===== src/rtl/serclk_pkg.sv =====
// Shared definitions for the serial clock generator.
// Assumes: the divider field width is fixed per instance through DIV_W.
package serclk_pkg;
    localparam int DIV_W_DEF = 8;

    // Sequencer state: parked at idle level or running a period
    typedef enum logic {
        ST_PARK = 1'b0,
        ST_RUN  = 1'b1
    } run_st_e;
endpackage


===== src/rtl/serclk_period_cnt.sv =====
// Period sequencer: counts kernel cycles within one serial period.
// It latches the period length only at period start, and it decides
// at each period boundary whether to continue or to park.
// Assumes: run_en is already the OR of request and free-run.
module serclk_period_cnt
    import serclk_pkg::*;
#(
    parameter int DIV_W = DIV_W_DEF,
    localparam int CNT_W = DIV_W + 1
) (
    input  logic             clk,
    input  logic             rst_n,
    input  logic [DIV_W-1:0] div_ratio,
    input  logic             run_en,
    output run_st_e          st_q,
    output logic [CNT_W-1:0] cnt_q,
    output logic [CNT_W-1:0] len_q,
    output run_st_e          st_nxt,
    output logic [CNT_W-1:0] cnt_nxt,
    output logic [CNT_W-1:0] len_nxt
);
    localparam logic [CNT_W-1:0] MIN_LEN = CNT_W'(2);

    logic [CNT_W-1:0] eff_len;
    logic             at_end;

    // Effective period length, never shorter than two kernel cycles
    always_comb begin
        if (div_ratio == '0) eff_len = MIN_LEN;
        else                 eff_len = {1'b0, div_ratio} + CNT_W'(1);
    end

    assign at_end = (cnt_q == len_q - CNT_W'(1));

    // Next-state decision: start, advance, restart or park
    always_comb begin
        st_nxt  = st_q;
        cnt_nxt = cnt_q;
        len_nxt = len_q;
        case (st_q)
            ST_PARK: begin
                if (run_en) begin
                    st_nxt  = ST_RUN;
                    cnt_nxt = '0;
                    len_nxt = eff_len;
                end
            end
            default: begin
                if (at_end) begin
                    cnt_nxt = '0;
                    if (run_en) len_nxt = eff_len;
                    else        st_nxt  = ST_PARK;
                end else begin
                    cnt_nxt = cnt_q + CNT_W'(1);
                end
            end
        endcase
    end

    // State registers
    always_ff @(posedge clk) begin
        if (!rst_n) begin
            st_q  <= ST_PARK;
            cnt_q <= '0;
            len_q <= MIN_LEN;
        end else begin
            st_q  <= st_nxt;
            cnt_q <= cnt_nxt;
            len_q <= len_nxt;
        end
    end
endmodule


===== src/rtl/serclk_wave.sv =====
// Waveform stage: turns the next sequencer state into a registered
// clock level and registered edge strobes, so all outputs are
// glitch-free flops.
// Assumes: within a period the low phase comes first and lasts
// ceil(len/2) cycles.
module serclk_wave
    import serclk_pkg::*;
#(
    parameter int CNT_W = DIV_W_DEF + 1
) (
    input  logic             clk,
    input  logic             rst_n,
    input  logic             idle_high,
    input  run_st_e          st_nxt,
    input  logic [CNT_W-1:0] cnt_nxt,
    input  logic [CNT_W-1:0] len_nxt,
    output logic             sclk,
    output logic             rise_stb,
    output logic             fall_stb
);
    logic [CNT_W-1:0] low_len;
    logic             lvl_nxt;

    // Low-phase length rounds up so odd periods stay low longer
    assign low_len = CNT_W'((len_nxt + CNT_W'(1)) >> 1);

    // Level for the coming cycle: phase position or resting level
    always_comb begin
        if (st_nxt == ST_RUN) lvl_nxt = (cnt_nxt >= low_len);
        else                  lvl_nxt = idle_high;
    end

    // Output level and edge strobes
    always_ff @(posedge clk) begin
        if (!rst_n) begin
            sclk     <= 1'b0;
            rise_stb <= 1'b0;
            fall_stb <= 1'b0;
        end else begin
            sclk     <= lvl_nxt;
            rise_stb <= lvl_nxt & ~sclk;
            fall_stb <= ~lvl_nxt & sclk;
        end
    end
endmodule


===== src/rtl/serclk_gen.sv =====
// Serial clock prescaler generator top.
// It divides the kernel clock by div_ratio+1 (minimum 2) and parks at
// a selectable level between commands. It also provides edge strobes.
// Assumes: all inputs are synchronous to clk.
module serclk_gen
    import serclk_pkg::*;
#(
    parameter int DIV_W = DIV_W_DEF,
    localparam int CNT_W = DIV_W + 1
) (
    input  logic             clk,
    input  logic             rst_n,
    input  logic [DIV_W-1:0] div_ratio,
    input  logic             idle_high,
    input  logic             free_run,
    input  logic             run_req,
    output logic             sclk,
    output logic             rise_stb,
    output logic             fall_stb
);
    run_st_e          st_q, st_nxt;
    logic [CNT_W-1:0] cnt_q, len_q, cnt_nxt, len_nxt;
    logic             run_en;
    logic             run_active;

    // A period runs on a command or in free-run
    assign run_en     = run_req | free_run;
    assign run_active = (st_q == ST_RUN);

    serclk_period_cnt #(.DIV_W(DIV_W)) u_cnt (
        .clk       (clk),
        .rst_n     (rst_n),
        .div_ratio (div_ratio),
        .run_en    (run_en),
        .st_q      (st_q),
        .cnt_q     (cnt_q),
        .len_q     (len_q),
        .st_nxt    (st_nxt),
        .cnt_nxt   (cnt_nxt),
        .len_nxt   (len_nxt)
    );

    serclk_wave #(.CNT_W(CNT_W)) u_wave (
        .clk       (clk),
        .rst_n     (rst_n),
        .idle_high (idle_high),
        .st_nxt    (st_nxt),
        .cnt_nxt   (cnt_nxt),
        .len_nxt   (len_nxt),
        .sclk      (sclk),
        .rise_stb  (rise_stb),
        .fall_stb  (fall_stb)
    );
endmodule


===== config.mk =====
export PLATFORM = sky130hd
export DESIGN_NAME = serclk_gen
export DESIGN_NICKNAME = d
export VERILOG_FILES = /design/src/rtl/serclk_pkg.sv /design/src/rtl/serclk_period_cnt.sv /design/src/rtl/serclk_wave.sv /design/src/rtl/serclk_gen.sv
export SDC_FILE = /design/constraint.sdc
export NUM_CORES = 1
export LEC_CHECK = 0
export ABC_AREA = 1
export BUFFER_PORTS_ARGS = -buffer_cell sky130_fd_sc_hd__buf_2
export CORE_MARGIN = 3
export CORE_UTILIZATION = 57
export CTS_BUF_LIST = sky130_fd_sc_hd__clkbuf_4
export CTS_CLUSTER_SIZE = 30
export DETAILED_ROUTE_END_ITERATION = 10
export HOLD_SLACK_MARGIN = 0.05
export PLACE_DENSITY = 0.79
export SLEW_MARGIN = 20
export SYNTH_ARGS = -nofsm -noshare
export SYNTH_HDL_FRONTEND = slang
export SYNTH_SLANG_ARGS = --single-unit
export TNS_END_PERCENT = 10

===== constraint.sdc =====
create_clock -name clk -period 3.1 [get_ports clk]
set_input_delay 0.31 -clock clk [delete_from_list [all_inputs] [get_ports clk]]
set_output_delay 0.31 -clock clk [all_outputs]
set_load 0.01 [all_outputs]

* Word level (Yosys, flattened, before mapping)
Index checks and enable logic that the tools add are counted.
** Word-level totals
- Register bits after elaboration :: 22
- Input port bits :: 13
- Output and inout port bits :: 3
- Word-level logic and storage cells :: 29
** Cells by class
- $add $sub $neg :: 4
- Magnitude comparators :: 1
- Eq/ne operators :: 1
- Mux-type cells :: 11
- Bitwise logic cells :: 5
- Reduce and logical (&&, ||, !) cells :: 1
** Operators with widths (number)
- two-way mux 9 bit :: 7
- adder 9 x 1 -> 9 bit (second input constant) :: 2
- adder 8 x 1 -> 9 bit (second input constant) :: 1
- equality test 9 bit :: 1
- >= comparator 9 x 8 -> 1 bit :: 1
- subtractor 9 x 1 -> 9 bit (second input constant) :: 1
- logical NOT 8 bit :: 1
- two-way mux 1 bit :: 4
- AND 1 bit :: 2
- NOT 1 bit :: 2
- bitwise OR 1 bit :: 1

* Longest topological paths before layout
Gate-level depths: netlist (run 1).
- Depth in word-level cells :: 10
- Depth in mapped cells :: 33
- Depth with buffers taken out :: 33

* Modules after synthesis
Synthesis (run 1) repeated with hierarchy kept, for this count alone.
** Unflattened totals
- Cells, all modules :: 312
- Area total of the unflattened synthesis :: 2010.7 um2
** Modules (own cells, without submodules)
- serclk_period_cnt :: times used 1, cells each 241, area each 1550.2 um2, seq. area each 380.4 um2
- serclk_wave :: times used 1, cells each 68, area each 449.2 um2, seq. area each 60.1 um2
- serclk_gen :: times used 1, cells each 3, area each 11.3 um2, seq. area each 0.0 um2

* Least setup slack after synthesis (run 1)
Ideal clock, no wire load.
- Kind :: reg2reg
- Start :: register u_cnt.len_q[0]
- End :: register u_wave.fall_stb
- Library setup time :: 126 ps
- Data arrival time :: 3355 ps
- Required time :: 2974 ps
- Slack :: -380 ps
- Stages on the path, launching flop included :: 31
- Path buffers :: 0
- Clock period less this slack :: 3480 ps
- Cell sequence :: dfxtp_1 inv_1 ha_1 nand2_1 inv_1 nor2_1 nand2_1 nor2_1 nand3_2 nor2_8 nand2_8 nand2_1 nand3_1 nand2_1 inv_1 ha_1 nand3_1 nor2_4 xor2_1 ha_1 nand2_1 o311ai_0 nand2_1 nand2_1 nand2_1 nand2_1 nor2_1 nand3_1 nand2_2 nand2_2 nor2_2
** On the way
- Cells in the longest elaborated chain, start to end :: 9
- Elaborated cells between the ends (all ways) :: 14
- Those cells by class :: 2 x add/sub; 1 x order compare; 1 x eq/ne; 8 x mux; 2 x bitwise
** Ends and longest elaborated chain
- from (decl) :: line serclk_period_cnt.sv:17 : output logic [CNT_W-1:0] len_q,
- from (signal assigned) :: line serclk_period_cnt.sv:69 : len_q <= len_nxt;
- subtractor 9 x 1 -> 9 bit :: line serclk_period_cnt.sv:33 : assign at_end = (cnt_q == len_q - CNT_W'(1));
- equality test 9 bit :: line serclk_period_cnt.sv:33
- two-way mux 9 bit :: line serclk_period_cnt.sv:49 : if (at_end) begin
- two-way mux 9 bit :: line serclk_period_cnt.sv:40 : case (st_q)
- adder 9 x 1 -> 9 bit :: line serclk_wave.sv:25 : assign low_len = CNT_W'((len_nxt + CNT_W'(1)) >> 1);
- >= comparator 9 x 8 -> 1 bit :: line serclk_wave.sv:29 : if (st_nxt == ST_RUN) lvl_nxt = (cnt_nxt >= low_len);
- two-way mux 1 bit * :: line serclk_wave.sv:29
- NOT 1 bit * :: line serclk_wave.sv:42 : fall_stb <= ~lvl_nxt & sclk;
- AND 1 bit * :: line serclk_wave.sv:42
- to (signal assigned) :: line serclk_wave.sv:42
- to (decl) :: line serclk_wave.sv:19 : output logic fall_stb
Mark *: on every way between the ends. The rest lies on a longest branch, timed or not.
A chain may end at the register's enable or synchronous reset.

* Worst setup path in the final report (run 1)
Same ends and word-level chain as after synthesis.

==> metrics.txt, run 1 <==
Post-synth EDFFs=0; post-synthesis cell count=371; Worst slew margin=between 40 and 50%; Synth Register Bits=22; fin crit period=3360 ps; nets@finish=467; Clock Latency Late Sink=330 ps; Max VDD drop=272 uV; pin count of the biggest net entering global routing=22; Hold Path Cell Cnt=2; sink of the worst hold path=u_cnt.len_q[1]; final setup fails=3; Hold Path Class=in -> reg; Pwr Total=approximately 0.00095 W; TritonCTS clock tree=built; fin crit share=108%; GPL Wtd Cong=0.866; FILL cells=271; final hold slack=between 150 and 200 ps; Cell Pwr Density=333 nW/um^2; Crit Reg-Reg Endpoint=u_wave.fall_stb; drt via density=approximately 5.2; crit path DAT=3570 ps; num rows=21; DR iter-0 viols=161; Crit. Startpoint=u_cnt.len_q[0]; # hold bufs at CTS=0; Syn Area/Cell=around 6 sq um; Starting Density=between 60% and 70%; top achievable clock speed=297 MHz; max-slew violation count=0; Sink Count=22; Reg clk slew, reported paths=between 100 and 150 ps; failing checks=setup timing; Mapped Nets=397; most used cell along the critical path=nand2_2; vias in the first global route=2261; cts bufs inserted=3; hold_sp=rst_n; DRT antenna net count=0; Ant. Diodes=0; Hold Vio Cnt, Final=0; unrepaired setup endpoints after global routing=true; drt total wl=6.27 mm; total negative slack=-717 ps; leakage=1.54 nW; clock root buffer=clkbuf_4; total congestion overflow=0; antenna violations before repair=0; Residual DRC=0; critical path launch point type=flip-flop; Longest Clk Path Bufs=2; reg-to-reg setup timing slack=-260 ps; HPWL Detailed=4.67 mm; Reg2Reg Launch Point=u_cnt.len_q[0]; H-tree levels=1; Netlist cell types=30; share of layout cells above drive strength 1=28.4%; Top-Level Pins=16; PortBufs=15; total track usage=29.3%; Horiz. Die Dim=67.9 um; Area Growth Syn to Fin=30.5%; Avg WL per Cell=approximately 13 um; routed vias=between 2k and 3k; CP Class=reg -> reg; Critical-path top delay cell=dfxtp_2; Worst Path Max Fanout=6; drt first pass iters=5; max-cap viol count=0; status=finished with violations; first-pass GRT wire length=10.1 mm; crit end category=flip-flop; Die Area=4610 sq um; asr flop ratio synth=0%; Crit path largest cell delay=around 360 ps; Main synth FF type=dfxtp_1; Synth warnings=0; Die H=67.9 um; worst slew pin tran=780 ps; Worst R2R Path Depth=29; Core ar.=roughly 3500 sq um; register area share after synthesis=between 20% and 30%; Req. time, crit path=3310 ps; clock skew=6.27 ps; setup ws final=-262 ps; synthesized cell area=2190 sq um
layout make-up:
cell class | count | area [sq um] | share of cell area (%)
sequential | 22 | 443 | 15.5
timing repair buffer | 70 | 495 | 17.4
clock inverter | 1 | 3.75 | 0.132
inverter | 46 | 173 | 6.06
tap | 46 | 57.6 | 2.02
clock buffer | 3 | 22.5 | 0.790
multi-input combinational | 298 | 1660 | 58.1
layout by cell type (no fill, tap or decap), types with 3 or more instances in the layout:
master / Yosys / layout
a21oi_1: 13 / 12
buf_2: 0 / 15
buf_4: 0 / 53
clkbuf_4: 0 / 3
dfxtp_1: 22 / 20
ha_1: 13 / 10
ha_4: 0 / 3
inv_1: 45 / 41
inv_2: 1 / 5
nand2_1: 133 / 123
nand2_2: 11 / 18
nand2_4: 0 / 3
nand3_1: 38 / 35
nand3_2: 1 / 3
nand3b_1: 3 / 3
nand4_1: 6 / 6
nor2_1: 39 / 38
nor2_2: 4 / 4
nor2_4: 2 / 3
nor3_1: 4 / 4
o21ai_0: 7 / 7
or2_2: 4 / 4
xnor2_1: 5 / 5
xor2_1: 4 / 3
power breakdown:
part / internal [W] / leakage [nW] / switching [W]
sequential: 0.000299 / 0.180 / 0.0000199
clock: 0.0000473 / 0.0154 / 0.000102
combinational: 0.000206 / 1.35 / 0.000274
flip-flops by register name, summed over array words and instances, names as in the netlist:
name             flops
u_cnt.st_q           1
u_wave.rise_stb      1
u_cnt.len_q          9
u_wave.fall_stb      1
u_cnt.cnt_q          9
u_wave.sclk          1
timing repair:
action,4_1_cts,5_1_grt
endpoints found under the hold margin,0,0
pin swaps,19,3
endpoints found under the setup margin,3,3
setup buffers,2,2
gates resized for setup,19,6
worst max-delay path by stage:
stage,end,slack (ps),cells after the start
after global routing,u_wave.fall_stb,-510,32
final,u_wave.fall_stb,-260,29
after floorplan,u_wave.fall_stb,-120,31
after global placement,u_wave.fall_stb,-140,29
after detailed placement,u_wave.rise_stb,-280,30
after CTS,u_wave.fall_stb,-250,31
logic make-up after synthesis:
family | after synthesis | synth area share (%)
flops | 22 | 20.1
xor+xnor | 9 | 3.61
buf+inv | 51 | 9.50
simple gates | 252 | 53.3
compound gates | 24 | 5.95
fa+ha+maj | 13 | 7.44
layer usage:
metal,GRT usage (%),part of all wire (%),up-vias
met5,0,0,-
li1,-,-,1315
met4,9.68,2.6,0
met3,4.43,5.1,18
met2,50.3,47,95
met1,37.3,45,1109
synth_stat cells (2+ instances only):
| master | count | area (sq um) |
|---|---|---|
| o21ai_0 | 7 | 35.0 |
| ha_1 | 13 | 163 |
| nor2_1 | 39 | 146 |
| xor2_1 | 4 | 35.0 |
| nand2_1 | 133 | 499 |
| dfxtp_1 | 22 | 440 |
| nor2_4 | 2 | 22.5 |
| nand2_8 | 2 | 40.0 |
| clkbuf_1 | 4 | 15.0 |
| xnor2_1 | 5 | 43.8 |
| a21oi_1 | 13 | 65.1 |
| nand3b_1 | 3 | 22.5 |
| or2_2 | 4 | 25.0 |
| inv_1 | 45 | 169 |
| nor3_1 | 4 | 20.0 |
| nor2_8 | 2 | 40.0 |
| nand2_2 | 11 | 68.8 |
| nand3_1 | 38 | 190 |
| nand4_1 | 6 | 37.5 |
| nor2_2 | 4 | 25.0 |
worst max-delay path, delay by kind of cell, from the launching register on:
| kind | cells | cell delay (ps) |
|---|---|---|
| buf+inv | 5 | 400 |
| flops | 1 | 360 |
| simple gates | 21 | 1840 |
| fa+ha+maj | 3 | 660 |
per-stage QoR:
step                std cells  util (%)  setup slack [ps]  cell area, sq um
finish                    486      81.0              -262              2850
global route              486      81.0              -507              2850
CTS                       484      80.1              -252              2820
detailed placement        478      76.4              -280              2690
global placement          478      76.4              -141              2690
floorplan                 371         -              -123              2210
No activity file was read; power rests on OpenSTA's default activity.
==> inputs of run 2 (changes only) <==
BUFFER_PORTS_ARGS = -buffer_cell sky130_fd_sc_hd__buf_4   (was -buffer_cell sky130_fd_sc_hd__buf_2)
==> run 2 against run 1 <==
  * The flow still finishes with violations (setup timing)
  * Final cell count shrank 0.21%
  * Sequential share of layout area shrank 0.16 points
  * Clock skew grew 2.3 ps
  * Highest routed layer unchanged
==> metrics.txt, run 2 (same netlist as run 1, synthesis figures left out) <==
status=finished with violations; failing checks=setup timing; # hold bufs at CTS=0; Sink Count=22; final setup fails=3; Residual DRC=0; cts bufs inserted=3; Die Area=4610 sq um; total track usage=28.7%; Core ar.=3520 sq um; Crit Reg-Reg Endpoint=u_wave.fall_stb; nets@finish=466; vias in the first global route=~2.3k; Worst Path Max Fanout=5; fin crit period=3350 ps; share of layout cells above drive strength 1=27.8%; FILL cells=250; leakage=1.55 nW; Clock Latency Late Sink=about 340 ps; Die H=67.9 um; setup ws final=-253 ps; total congestion overflow=0; Critical-path top delay cell=dfxtp_2; num rows=21; final cell count without fillers=485; DR iter-0 viols=220; crit path DAT=3570 ps; biggest regs=u_cnt.cnt_q x9, u_cnt.len_q x9; top achievable clock speed=298 MHz; Reg clk slew, reported paths=150 ps; drt via density=5.25; crit path to=u_wave.fall_stb; dpl cells=480; Cell Pwr Density=~360 nW/um^2; unrepaired setup endpoints after global routing=true; worst slew pin tran=792 ps; first-pass GRT wire length=10.1 mm; Area Growth Syn to Fin=31.8%; crit end category=flip-flop; GPL Wtd Cong=approximately 0.9; Max VDD drop=~240 uV; critical path launch point type=flip-flop; Req. time, crit path=3320 ps; Longest Clk Path Bufs=2; Starting Density=62.1%; Top-Level Pins=16; routed vias=~2.5k; Crit. Startpoint=u_cnt.len_q[0]; H-tree levels=1; Avg WL per Cell=12.3 um; Hold Vio Cnt, Final=0; fin crit share=108%; commonest non-fill, non-tap cell in the layout=nand2_1; clock skew=8.60 ps; max-slew violation count=0; HPWL Detailed=approximately 4.6 mm; max-cap viol count=0; DRT antenna net count=0; drt total wl=5.98 mm; Horiz. Die Dim=67.9 um; PortBufs=15; TritonCTS clock tree=built; clock root buffer=clkbuf_4; Hold Path Class=in -> reg; Worst R2R Path Depth=31; drt first pass iters=5; Crit path largest cell delay=360 ps; CP Class=reg -> reg; Pwr Total=approximately 0.0010 W; Ant. Diodes=0; most used cell along the critical path=nand2_1; Worst slew margin=47.2%; most frequent cells in the layout=nand2_1, buf_4, inv_1, nor2_1, nand3_1; reg-to-reg setup timing slack=-250 ps; Reg2Reg Launch Point=u_cnt.len_q[0]; antenna violations before repair=0; pin count of the biggest net entering global routing=22
## run 2: metal layers
| metal | vias to the layer above | GRT usage (%) | wire [um] |
|---|---|---|---|
| li1 | 1313 | - | - |
| met1 | 1124 | 38.0 | 2680 |
| met2 | 96 | 48.3 | 2750 |
| met3 | 14 | 2.96 | 403 |
| met4 | 0 | 9.68 | 141 |
| met5 | - | 0 | 0 |
## run 2: through the flow
step	worst slack [ps]	util, %	area (sq um)	setup TNS [ps]	hold WS, ps
after global routing	-544	81.8	2880	-1610	183
after CTS	-198	80.6	2840	-576	181
after detailed placement	-261	77.9	2740	-759	454
final	-253	81.8	2880	-728	178
after floorplan	-123	-	2210	-357	394
after global placement	-143	77.9	2740	-401	455
## run 2: timing repair
action | CTS | global route
buffers inserted | 0 | 1
cloned | 0 | 0
resized for setup | 11 | 5
setup endpoints to repair | 3 | 3
pin swaps | 3 | 13
## run 2: layout make-up
cell class / count / area, sq um / area share [%]
multi-input combinational: 298 / 1620 / 56.4
timing repair buffer: 69 / 531 / 18.4
sequential: 22 / 443 / 15.4
inverter: 46 / 173 / 5.99
tap: 46 / 57.6 / 2.00
clock inverter: 1 / 30.0 / 1.04
clock buffer: 3 / 22.5 / 0.782
## run 2: power breakdown
group	switching [W]	total [W]	internal [W]
logic	0.000263	0.000470	0.000207
registers	0.0000186	0.000317	0.000299
clock network	0.000110	0.000241	0.000131
total	0.000392	0.00103	0.000636
## run 2: how the worst min path moves through the flow
stage / startpoint / endpoint / cells after the start
final: rst_n / u_cnt.len_q[1] / 2
after global routing: rst_n / u_cnt.len_q[1] / 2
after CTS: rst_n / u_cnt.len_q[1] / 2
after detailed placement: u_wave.sclk / u_wave.fall_stb / 2
after global placement: u_wave.sclk / u_wave.fall_stb / 2
after floorplan: rst_n / u_cnt.len_q[1] / 1
## run 2: critical path, delay by kind of cell (launching register included)
family	cells	cell delay (ps)
buffers and inverters	2	170
and+or+nand+nor	26	1980
DFF	1	360
adders and majority gates	2	460
AOI/OAI and AO/OA	1	230
